**src/rtl/rfc_pkg.sv**
```systemverilog
package rfc_pkg;

  typedef enum logic [1:0] {
    SRC_LINE = 2'd0,
    SRC_ONES = 2'd1,
    SRC_AIS  = 2'd2
  } srcSel_e;

  typedef struct packed {
    logic    advance;   // take one bit this edge
    srcSel_e src;       // which stream feeds outData
    logic    markOvh;   // marker follows overhead flag
    logic    restart;   // frame start: realign AIS pattern
  } condCtrl_t;

endpackage

```
**src/rtl/rfc_ctrl.sv**
```systemverilog
module rfc_ctrl
  import rfc_pkg::*;
(
  input  logic      bitEn,
  input  logic      frameStart,
  input  logic      losFlag,
  input  logic      oofFlag,
  input  logic      aisFlag,
  input  logic      idleFlag,
  input  logic      forceOnes,
  input  logic      forceAis,
  input  logic      autoOnesEn,
  input  logic      e3Mode,
  input  logic      ovhMarkMode,
  output condCtrl_t ctl
);

  logic idleCounts;
  logic faultSeen;
  logic autoTrip;

  // idle is a trigger only under DS3 rules
  assign idleCounts = idleFlag & ~e3Mode;
  assign faultSeen  = losFlag | oofFlag | aisFlag | idleCounts;
  assign autoTrip   = autoOnesEn & faultSeen;

  always_comb begin
    ctl.advance = bitEn;
    ctl.markOvh = ovhMarkMode;
    ctl.restart = frameStart;
    if (forceOnes)      ctl.src = SRC_ONES;
    else if (forceAis)  ctl.src = SRC_AIS;
    else if (autoTrip)  ctl.src = SRC_ONES;
    else                ctl.src = SRC_LINE;
  end

endmodule

```
**src/rtl/rfc_dpath.sv**
```systemverilog
module rfc_dpath
  import rfc_pkg::*;
#(
  parameter int              PAT_LEN  = 4,
  parameter logic [PAT_LEN-1:0] PAT_BITS = 4'b1010
) (
  input  logic      clk,
  input  logic      rstN,
  input  condCtrl_t ctl,
  input  logic      rxData,
  input  logic      frameStart,
  input  logic      ovhBit,
  output logic      outData,
  output logic      outMark
);

  localparam int IDX_W = (PAT_LEN > 2) ? $clog2(PAT_LEN) : 1;
  localparam logic [IDX_W-1:0] IDX_LAST = IDX_W'(PAT_LEN - 1);
  localparam logic [IDX_W-1:0] IDX_NEXT = IDX_W'(1);

  logic [IDX_W-1:0] patIdx;
  logic             patBit;
  logic             dataNext;
  logic             markNext;

  // pattern bit; the frame start bit always takes slot 0 (MSB)
  assign patBit = ctl.restart ? PAT_BITS[PAT_LEN-1]
                              : PAT_BITS[PAT_LEN-1-int'(patIdx)];

  always_comb begin
    unique case (ctl.src)
      SRC_ONES: dataNext = 1'b1;
      SRC_AIS:  dataNext = patBit;
      default:  dataNext = rxData;
    endcase
  end

  assign markNext = ctl.markOvh ? ovhBit : frameStart;

  always_ff @(posedge clk) begin
    if (!rstN) begin
      patIdx <= '0;
    end else if (ctl.advance) begin
      if (ctl.restart)            patIdx <= IDX_NEXT;
      else if (patIdx == IDX_LAST) patIdx <= '0;
      else                        patIdx <= patIdx + IDX_NEXT;
    end
  end

  always_ff @(posedge clk) begin
    if (!rstN) begin
      outData <= 1'b0;
      outMark <= 1'b0;
    end else if (ctl.advance) begin
      outData <= dataNext;
      outMark <= markNext;
    end
  end


  ones_sel_chk: assert property (@(posedge clk) disable iff (!rstN)
    (ctl.advance && ctl.src == SRC_ONES) |=> outData);


  ais_restart_chk: assert property (@(posedge clk) disable iff (!rstN)
    (ctl.advance && ctl.src == SRC_AIS && ctl.restart) |=> outData == PAT_BITS[PAT_LEN-1]);

endmodule

```
**src/rtl/rx_fault_cond.sv**
```systemverilog
module rx_fault_cond
  import rfc_pkg::*;
#(
  parameter int                 PAT_LEN  = 4,
  parameter logic [PAT_LEN-1:0] PAT_BITS = 4'b1010
) (
  input  logic clk,
  input  logic rstN,
  input  logic bitEn,
  input  logic rxData,
  input  logic frameStart,
  input  logic ovhBit,
  input  logic losFlag,
  input  logic oofFlag,
  input  logic aisFlag,
  input  logic idleFlag,
  input  logic forceOnes,
  input  logic forceAis,
  input  logic autoOnesEn,
  input  logic e3Mode,
  input  logic ovhMarkMode,
  output logic outData,
  output logic outMark
);

  condCtrl_t ctl;

  rfc_ctrl u_ctrl (
    .bitEn       (bitEn),
    .frameStart  (frameStart),
    .losFlag     (losFlag),
    .oofFlag     (oofFlag),
    .aisFlag     (aisFlag),
    .idleFlag    (idleFlag),
    .forceOnes   (forceOnes),
    .forceAis    (forceAis),
    .autoOnesEn  (autoOnesEn),
    .e3Mode      (e3Mode),
    .ovhMarkMode (ovhMarkMode),
    .ctl         (ctl)
  );

  rfc_dpath #(
    .PAT_LEN  (PAT_LEN),
    .PAT_BITS (PAT_BITS)
  ) u_dpath (
    .clk        (clk),
    .rstN       (rstN),
    .ctl        (ctl),
    .rxData     (rxData),
    .frameStart (frameStart),
    .ovhBit     (ovhBit),
    .outData    (outData),
    .outMark    (outMark)
  );


  hold_when_idle_chk: assert property (@(posedge clk) disable iff (!rstN)
    !bitEn |=> ($stable(outData) && $stable(outMark)));


  pass_line_chk: assert property (@(posedge clk) disable iff (!rstN)
    (bitEn && !forceOnes && !forceAis && !autoOnesEn) |=> outData == $past(rxData));


  both_forced_chk: assert property (@(posedge clk) disable iff (!rstN)
    (bitEn && forceOnes && forceAis) |=> outData);


  e3_idle_ignored_chk: assert property (@(posedge clk) disable iff (!rstN)
    (bitEn && !forceOnes && !forceAis && e3Mode && !losFlag && !oofFlag && !aisFlag)
      |=> outData == $past(rxData));


  ds3_auto_chk: assert property (@(posedge clk) disable iff (!rstN)
    (bitEn && !forceOnes && !forceAis && autoOnesEn && !e3Mode &&
     (losFlag || oofFlag || aisFlag || idleFlag)) |=> outData);


  mark_ovh_chk: assert property (@(posedge clk) disable iff (!rstN)
    (bitEn && ovhMarkMode) |=> outMark == $past(ovhBit));


  mark_frame_chk: assert property (@(posedge clk) disable iff (!rstN)
    (bitEn && !ovhMarkMode) |=> outMark == $past(frameStart));

endmodule

```
**config.mk**
```make
export PLATFORM = sky130hd
export DESIGN_NAME = rx_fault_cond
export DESIGN_NICKNAME = d
export VERILOG_FILES = /design/src/rtl/rfc_pkg.sv /design/src/rtl/rfc_ctrl.sv /design/src/rtl/rfc_dpath.sv /design/src/rtl/rx_fault_cond.sv
export SDC_FILE = /design/constraint.sdc
export NUM_CORES = 1
export LEC_CHECK = 0
export CORE_AREA = 2 2 39 41
export CTS_CLUSTER_SIZE = 24
export DETAILED_ROUTE_END_ITERATION = 12
export DIE_AREA = 0 0 41 43
export GPL_ROUTABILITY_DRIVEN = 1
export SYNTH_ARGS = -nofsm -noshare
export SYNTH_HDL_FRONTEND = slang
export SYNTH_SLANG_ARGS = --single-unit
```
**constraint.sdc**
```tcl
create_clock -name clk -period 1.84 [get_ports clk]
set_input_delay 0.276 -clock clk [delete_from_list [all_inputs] [get_ports clk]]
set_output_delay 0.276 -clock clk [all_outputs]
set_load 0.03 [all_outputs]
```
==> results of run 1 <==
[state kept, by name, summed over array words and instances (netlist names)]
signal	count
u_dpath.outMark	1
u_dpath.patIdx	2
u_dpath.outData	1
[cell usage after synthesis]
cell	number	area [um2]
a21oi_1	1	5.00
and2_1	1	6.26
nand3b_1	1	7.51
o21ai_0	3	15.0
inv_1	2	7.51
nor2b_1	3	18.8
ha_1	3	37.5
nand2_1	1	3.75
dfxtp_1	4	80.1
o211a_1	1	10.0
o41ai_2	1	16.3
mux2i_1	1	10.0
nor2_1	2	7.51
nor3b_2	1	12.5
o31ai_1	1	7.51
a31oi_1	1	6.26
[report_power, final]
group          switching, mW  total, mW  internal [mW]
sequential           0.00359     0.0969         0.0933
clock                 0.0393      0.112         0.0731
combinational         0.0255     0.0690         0.0435
total                 0.0684      0.278          0.210
[final timing paths]
check	from	to	slack [ps]
min reg2reg	u_dpath.outMark	u_dpath.outMark	490
min	u_dpath.outMark	u_dpath.outMark	490
max reg2reg	u_dpath.patIdx[0]	u_dpath.patIdx[1]	700
max	u_dpath.outMark	outMark	340
[per-stage QoR]
stage | total power, mW | util (%) | hold slack [ps]
5_1_grt | 0.297 | 32.8 | 510
6_report | 0.278 | 32.8 | 493
2_1_floorplan | 0.124 | - | 365
3_5_place_dp | 0.168 | 31.2 | 489
3_3_place_gp | 0.168 | 31.2 | 482
4_1_cts | 0.285 | 32.8 | 494
[layer usage]
layer / up-vias / share of wire, % / global-route usage, %
met5: - / 0 / 0
met4: 0 / 1.8 / 6.00
met3: 2 / 10 / 7.85
met2: 10 / 46 / 12.5
met1: 111 / 41 / 7.99
li1: 136 / - / -
[logic make-up (layout without fill, tap and decap cells)]
| logic type | count (synthesis) | in the layout | synth area share (%) |
|---|---|---|---|
| flops | 4 | 4 | 31.8 |
| compound gates | 8 | 8 | 23.9 |
| simple gates | 9 | 9 | 22.4 |
| mux | 1 | 1 | 3.98 |
| buf+inv | 2 | 21 | 2.99 |
| fa+ha+maj | 3 | 3 | 14.9 |
[area by class of cell]
cell class	count	area [um2]	area share, %
inverter	2	7.51	1.65
sequential	4	80.1	17.6
tap	16	20.0	4.41
clock buffer	3	22.5	4.96
timing repair buffer	16	160	35.3
multi-input combinational	21	164	36.1
==> run summary, run 1 <==
CP peak stage delay -> 660 ps
Final Cycle Share -> 81.5%
Setup_tns -> 0 ps
YS warnings -> 0
Num rows -> 14
Max-slew headroom -> 80.0%
CP Max Fanout -> 2
Pwr dens -> 613 nW/um2
Leak -> 0.186 nW
Die Footprint -> 1760 um2
DIE HEIGHT -> 43 um
Cts hold-fix bufs -> 0
Finished Layout Cells -> 62
Sink Count -> 4
CTS root buffer -> clkbuf_4
Critical Path End Type -> primary output
GRT overflow -> 0
CP cell instances -> clkdlybuf4s50_1
Hold path depth -> 1
Post-Place Cells -> 59
Post-synthesis instance total -> 27
Unrepaired setup endpoints after global routing -> false
Sequential fraction of the synthesis area -> 31.8%
Design area -> 454 um2
Hold crit path type -> reg -> reg
Setup CP Type -> reg -> out
Top delay family on crit path -> buffers and inverters
Post CTS Setup Buffer Count -> 0
Latest clock arrival within the worst-skew pair -> 240 ps
Largest net degree at the start of global routing -> 9
Post-place setup slack -> 551 ps
MaxCap Viol Count -> 0
Crit path depth -> 1
Highest-count cells in the layout ignoring fill and taps -> 16 x clkdlybuf4s50_1, 4 x dfxtp_1
Bufs on Longest Clock Path -> 2
CP startpoint kind -> flip-flop
Peak Freq -> 667 MHz
VDD IR-drop max -> 236 uV
Tmin final -> 1500 ps
Fill cells -> 157
Placer Congestion -> 0.708
Worst Skew -> 8.44 ps
Mapped Nets -> 45
Initial antenna violation count -> 0
DR vias/cell -> 4.18
Post-place instance area -> 432 um2
Final hold vios -> 0
Number of remaining DRC errors -> 0
Vias -> 259
Post-synthesis cell area -> 251 um2
Die width -> 41 um
GRT Total Usage -> 8.92%
Mapped Avg Cell Area -> 9.31 um2
Layout cells sized above 1 -> 10.9%
Final WS setup -> 341 ps
H-tree lvl count -> 1
TritonCTS buffer count -> 3
Netlist cell types -> 16
Diodes inserted -> 0
Top-Level Pins -> 17
Slowest cell on crit path -> clkdlybuf4s50_1
Final #Nets -> 66
Port Buf Inserts -> 16
Post-DR wirelength/cell -> 9.13 um
Commonest non-fill, non-tap cell in the layout -> clkdlybuf4s50_1
WL final -> 566 um
Post-synthesis register bit count -> 4
Antenna Violating Nets Remaining -> 0
Buf+Inv Stages, Crit Path -> 1
Worst-margin pin slew -> 299 ps
Vias in the first global route -> 263
Setup violations, final -> 0
Initial Utilization -> 18.2%
Iteration-0 DRC Markers -> 10
Drt first pass iters -> 2
Status -> complete, no violations
First-pass GRT wire length -> 972 um
Worst Path Required -> 1560 ps
Syn-to-layout area delta -> 80.6%
Final Max Slew Viols -> 0
FF-to-FF path depth -> 5
Worst EP arrival -> 1220 ps
CTS tree -> yes
Core Area -> 1380 um2
CTS resizes -> 0
CTS clk-pin slew, worst paths -> 40 ps
No activity file was read; power rests on OpenSTA's default activity.
==> inputs of run 2 (changes only) <==
==> constraint.sdc (replaced) <==
create_clock -name clk -period 1.4 [get_ports clk]
set_input_delay 0.21 -clock clk [delete_from_list [all_inputs] [get_ports clk]]
set_output_delay 0.21 -clock clk [all_outputs]
set_load 0.03 [all_outputs]
==> run 2 against run 1 <==
  * Hold slack got worse by 4.3 ps
  * Non-clock buffer count unchanged
  * Register-to-register slack got worse by 440 ps
  * Die area stayed put
  * Core utilization shrank 0.18 points
  * Count of clock-buffer cells in the layout unchanged
  * Clock power increased by 32%
  * Wire length grew 1.8%
  * Global-route usage fell by 0.40 points
  * Critical path type unchanged
  * Largest power group unchanged
==> run summary, run 2 (synthesis gave the netlist of run 1 again) <==
Commonest non-fill, non-tap cell in the layout -> clkdlybuf4s50_1
TritonCTS buffer count -> 3 (unchanged)
Leak -> 0.192 nW (+3.2%)
Crit path depth -> 1 (unchanged)
Critical Path End Type -> primary output
Syn-to-layout area delta -> 79.6%
Slowest cell on crit path -> dlygate4sd2_1
Status -> complete, no violations
Latest clock arrival within the worst-skew pair -> 240 ps (about the same)
DR vias/cell -> 4.15 (-0.77%)
Setup_tns -> 0 ps (unchanged)
Pwr dens -> 802 nW/um2 (+31%)
Number of remaining DRC errors -> 0 (unchanged)
Sequential power share -> 35.1% (+0.3 points)
Worst-margin pin slew -> 295 ps (-4.53 ps)
First-pass GRT wire length -> 924 um (-4.9%)
Internal -> 0.273 mW (+30%)
CP Max Fanout -> 2 (unchanged)
Sink Count -> 4 (unchanged)
Switch share -> 24.7% (+0.15 points)
DIE HEIGHT -> 43 um (unchanged)
Initial Utilization -> 18.2% (unchanged)
R2r setup slk -> 260 ps (-440 ps)
CTS root buffer -> clkbuf_4
VDD IR-drop max -> 304 uV (+29%)
Peak Freq -> 862 MHz
Share of power burned in the clock network -> 40.8% (+0.4 points)
Placer Congestion -> 0.706 (-0.18%)
Drt first pass iters -> 2 (unchanged)
Setup violations, final -> 0 (unchanged)
Reg2Reg Capture Point -> u_dpath.patIdx[1]
Biggest regs -> u_dpath.patIdx: 2 flops, u_dpath.outData: 1 flops, u_dpath.outMark: 1 flops
Unrepaired setup endpoints after global routing -> false
Worst Skew -> 8.38 ps (-0.0570 ps)
Setup CP Type -> reg -> out
WL final -> 576 um (+1.8%)
Tmin final -> 1160 ps
Post-DR wirelength/cell -> 9.29 um (+1.8%)
Die Footprint -> 1760 um2 (unchanged)
Worst Setup EP -> outMark
Buf+Inv Stages, Crit Path -> 1 (unchanged)
Largest register FFs -> 2 (unchanged)
Iteration-0 DRC Markers -> 10 (unchanged)
Worst EP arrival -> 950 ps (-270 ps)
Bufs on Longest Clock Path -> 2 (unchanged)
Top-Level Pins -> 17 (unchanged)
CP peak stage delay -> 390 ps (-270 ps)
Antenna Violating Nets Remaining -> 0 (unchanged)
Vias in the first global route -> 257 (-2.3%)
Num rows -> 14 (unchanged)
Fill cells -> 157 (unchanged)
CP startpoint kind -> flip-flop
Layout cells sized above 1 -> 10.9% (unchanged)
Top delay family on crit path -> buffers and inverters
CTS tree -> yes
Vias -> 257 (-0.77%)
GRT Total Usage -> 8.52% (-0.40 points)
Finished Layout Cells -> 62 (unchanged)
Comb pwr share -> 24.2% (-0.6 points)
Net Sw Power -> 0.0896 mW (+31%)
MaxCap Viol Count -> 0 (unchanged)
Reg2reg start -> u_dpath.patIdx[0]
Worst Path Required -> 1190 ps (-370 ps)
Port Buf Inserts -> 16 (unchanged)
GRT overflow -> 0 (unchanged)
Crit path from -> u_dpath.outMark
Final Max Slew Viols -> 0 (unchanged)
Largest register by flop count -> u_dpath.patIdx
Die width -> 41 um (unchanged)
Initial antenna violation count -> 0 (unchanged)
Footprint of the multi-input gates -> 164 um2 (unchanged)
H-tree lvl count -> 1 (unchanged)
Final hold vios -> 0 (unchanged)
Largest net degree at the start of global routing -> 9 (unchanged)
Max-slew headroom -> 80.4% (+0.44 points)
CP cell instances -> dlygate4sd2_1
Register area -> 80.1 um2 (unchanged)
Highest-count cells in the layout ignoring fill and taps -> 14 x clkdlybuf4s50_1, 4 x dfxtp_1
Final Cycle Share -> 82.8%
FF-to-FF path depth -> 5 (unchanged)
Final #Nets -> 66 (unchanged)
Diodes inserted -> 0 (unchanged)
Core Area -> 1380 um2 (unchanged)
CTS clk-pin slew, worst paths -> 40 ps (about the same)
Hold crit path type -> reg -> reg
Post-Place Cells -> 59 (unchanged)
==> run 2: power groups by stage <==
stage | logic, mW | clock network [mW] | registers [mW]
detailed placement | 0.0918 | 0 | 0.129
floorplan | 0.0256 | 0 | 0.138
global placement | 0.0914 | 0 | 0.129
global route | 0.0973 | 0.161 | 0.129
CTS | 0.0890 | 0.156 | 0.127
finish | 0.0875 | 0.148 | 0.127
==> run 2: worst min path at each step <==
stage	startpoint	endpoint	slack [ps]	depth (start not counted)
2_1_floorplan	bitEn	u_dpath.patIdx[0]	300	1
3_3_place_gp	u_dpath.outMark	u_dpath.outMark	480	1
3_5_place_dp	u_dpath.outMark	u_dpath.outMark	490	1
4_1_cts	u_dpath.outMark	u_dpath.outMark	490	1
5_1_grt	u_dpath.outMark	u_dpath.outMark	510	1
6_report	u_dpath.outMark	u_dpath.outMark	490	1
==> run 2: layer usage <==
layer / global-route usage, % / share of wire (%)
met4: 6.00 / 1.7
met5: 0 / 0
met3: 7.85 / 13
met2: 12.5 / 47
met1: 6.71 / 38
==> run 2: layout make-up <==
cell class                      count  area share [%]
Clock buffer                        3            4.99
Multi-Input combinational cell     21            36.3
Tap cell                           16            4.43
Timing Repair Buffer               16            34.9
Sequential cell                     4            17.7
Inverter                            2            1.66
==> run 2: through the flow <==
stage	area (um2)	worst slack [ps]	total power, mW	util (%)	hold slack (ps)
CTS	452	230	0.372	32.6	490
global placement	432	167	0.220	31.2	482
global route	452	144	0.387	32.6	506
detailed placement	432	169	0.221	31.2	489
finish	452	240	0.362	32.6	489
floorplan	251	343	0.163	-	299
==> run 2: what timing repair did <==
action / in CTS / in global routing
buffers inserted: 0 / 0
hold buffers: 0 / 0
resized for setup: 2 / 0
setup endpoints to repair: 2 / 0
==> inputs of run 3 (changes only) <==
==> constraint.sdc (replaced) <==
create_clock -name clk -period 1.1 [get_ports clk]
set_input_delay 0.165 -clock clk [delete_from_list [all_inputs] [get_ports clk]]
set_output_delay 0.165 -clock clk [all_outputs]
set_load 0.03 [all_outputs]
==> run 3 against run 2 <==
  * Critical path depth is 4 higher
  * Sequential power is 28% higher
  * Count of clock-buffer cells in the layout stayed put
  * Clock power is 25% higher
  * Cell area is 6.1% higher
  * Sequential share of layout area is 0.50 points lower
  * Clock skew is 8.0 ps lower
  * Cell count is 4.8% higher
  * Total power is 31% higher
  * Core utilization is 2.0 points higher
  * Flip-flop and latch count stayed put
  * Critical endpoint is now u_dpath.patIdx[1]
  * Highest routed layer is now met3
==> run summary, run 3 (synthesis gave the netlist of run 1 again) <==
GRT overflow -> 0 (unchanged)
Worst Skew -> 0.400 ps (-7.98 ps)
Status -> complete, no violations
WL final -> 603 um (+4.7%)
Largest register FFs -> 2 (unchanged)
Cts hold-fix bufs -> 0 (unchanged)
Final Max Slew Viols -> 0 (unchanged)
Post-place setup slack -> -76.3 ps (-245 ps)
Worst EP arrival -> 1180 ps (+230 ps)
Final Cycle Share -> 95.3%
Commonest non-fill, non-tap cell in the layout -> clkdlybuf4s50_1
Number of remaining DRC errors -> 0 (unchanged)
Sink Count -> 4 (unchanged)
DR vias/cell -> 4.26 (+2.8%)
Finished Layout Cells -> 65 (+4.8%)
Worst-margin pin slew -> 232 ps (-63.4 ps)
Bufs on Longest Clock Path -> 2 (unchanged)
Leak -> 0.206 nW (+7.1%)
Final hold vios -> 0 (unchanged)
Biggest regs -> u_dpath.patIdx: 2 flops, u_dpath.outData: 1 flops, u_dpath.outMark: 1 flops
GRT Total Usage -> 9.84% (+1.3 points)
MaxCap Viol Count -> 0 (unchanged)
CTS root buffer -> clkbuf_4
Hold crit path type -> reg -> reg
Post-DR wirelength/cell -> 9.28 um (-0.14%)
Worst Path Required -> 1230 ps (+40 ps)
Post-Place Cells -> 60 (+1.7%)
Power Total -> 0.475 mW (+31%)
Hold path depth -> 1 (unchanged)
Port Buf Inserts -> 16 (unchanged)
Final #Nets -> 69 (+4.5%)
Largest register by flop count -> u_dpath.patIdx
Iteration-0 DRC Markers -> 2 (-8)
Largest net degree at the start of global routing -> 6 (-3)
VDD IR-drop max -> 471 uV (+55%)
Drt first pass iters -> 3 (+1)
Layout cells sized above 1 -> 26.5% (+16 points)
Highest-count cells in the layout ignoring fill and taps -> 14 x clkdlybuf4s50_1, 5 x buf_4
Vias -> 277 (+7.8%)
First-pass GRT wire length -> 1100 um (+19%)
Die width -> 41 um (unchanged)
Diodes inserted -> 0 (unchanged)
Initial Utilization -> 18.2% (unchanged)
Tmin final -> 1050 ps
CP Max Fanout -> 2 (unchanged)
Initial antenna violation count -> 0 (unchanged)
Unrepaired setup endpoints after global routing -> false
M3 GR Usage -> 9.42% (+1.6 points)
Die Footprint -> 1760 um2 (unchanged)
Vias in the first global route -> 282 (+9.7%)
Syn-to-layout area delta -> 90.5%
FF-to-FF path depth -> 5 (unchanged)
Fill cells -> 148 (-5.7%)
Placer Congestion -> 0.754 (+6.8%)
TritonCTS buffer count -> 3 (unchanged)
Core Area -> 1380 um2 (unchanged)
DIE HEIGHT -> 43 um (unchanged)
End-of-flow core utilization -> 34.6% (+2.0 points)
Setup violations, final -> 0 (unchanged)
Final WS setup -> 52.2 ps (-188 ps)
Met2 Use GR -> 14.4% (+1.9 points)
Peak Freq -> 954 MHz
CTS tree -> yes
Top-Level Pins -> 17 (unchanged)
CP startpoint kind -> flip-flop
Pwr dens -> 991 nW/um2 (+24%)
H-tree lvl count -> 1 (unchanged)
CTS clk-pin slew, worst paths -> 40 ps (about the same)
Setup CP Type -> reg -> reg
Antenna Violating Nets Remaining -> 0 (unchanged)
Num rows -> 14 (unchanged)
Critical Path End Type -> flip-flop
Max-slew headroom -> 84.4% (+4.0 points)
Grt peak-use layer -> met2
Detail Placement HPWL -> 474 um
Latest clock arrival within the worst-skew pair -> 240 ps (about the same)
Routing usage on met1 -> 9.97% (+3.3 points)
[run 3: cell types whose count changed in the layout (fill, tap and decap cells not counted), sizes merged]
cell,previous run,this run
buf,0,5
dlygate4sd2,2,0
[run 3: path summary, 6_finish.rpt]
| path | start | to | slack (ps) |
|---|---|---|---|
| worst max register to register | u_dpath.patIdx[0] | u_dpath.patIdx[1] | 50 |
| worst max-delay path | u_dpath.patIdx[0] | u_dpath.patIdx[1] | 50 |
| worst min-delay path | u_dpath.outMark | u_dpath.outMark | 500 |
| worst min register to register | u_dpath.outMark | u_dpath.outMark | 500 |
[run 3: cell type report]
type,instances,area [um2],area share (%)
Clock buffer,3,22.5,4.70
Multi-Input combinational cell,21,169,35.2
Sequential cell,4,82.6,17.2
Tap cell,16,20.0,4.18
Timing Repair Buffer,19,178,37.1
Inverter,2,7.51,1.57
[run 3: repair_timing]
| action | CTS | global route |
|---|---|---|
| setup endpoints to repair | 2 | 2 |
| buffers inserted | 0 | 2 |
| gates cloned | 0 | 0 |
| pin swaps | 0 | 0 |
| gates resized for setup | 1 | 2 |
[run 3: report_power, final]
part           internal, mW  switching [mW]  leakage (nW)  total (mW)
registers             0.157         0.00506        0.0339       0.162
clock network         0.122          0.0631        0.0138       0.185
logic                0.0793          0.0484         0.158       0.128
[run 3: worst max-delay path, cell delays in order, from the launching register on]
cell	delay [ps]
dfxtp_2	320
inv_1	50
ha_1	280
nand3b_1	70
o21ai_0	70
and2_1	150
[run 3: through the flow]
stage	cell area (um2)	hold slack (ps)	TNS (ps)
final	479	496	0
after global routing	479	538	0
after CTS	458	503	0
after detailed placement	434	491	-222
after global placement	434	487	-189
after floorplan	251	254	0
[run 3: layer usage]
layer / up-vias / part of all wire [%]
met1: 123 / 40
met4: 0 / 0
met2: 12 / 48
li1: 142 / -
met3: 0 / 11
met5: - / 0
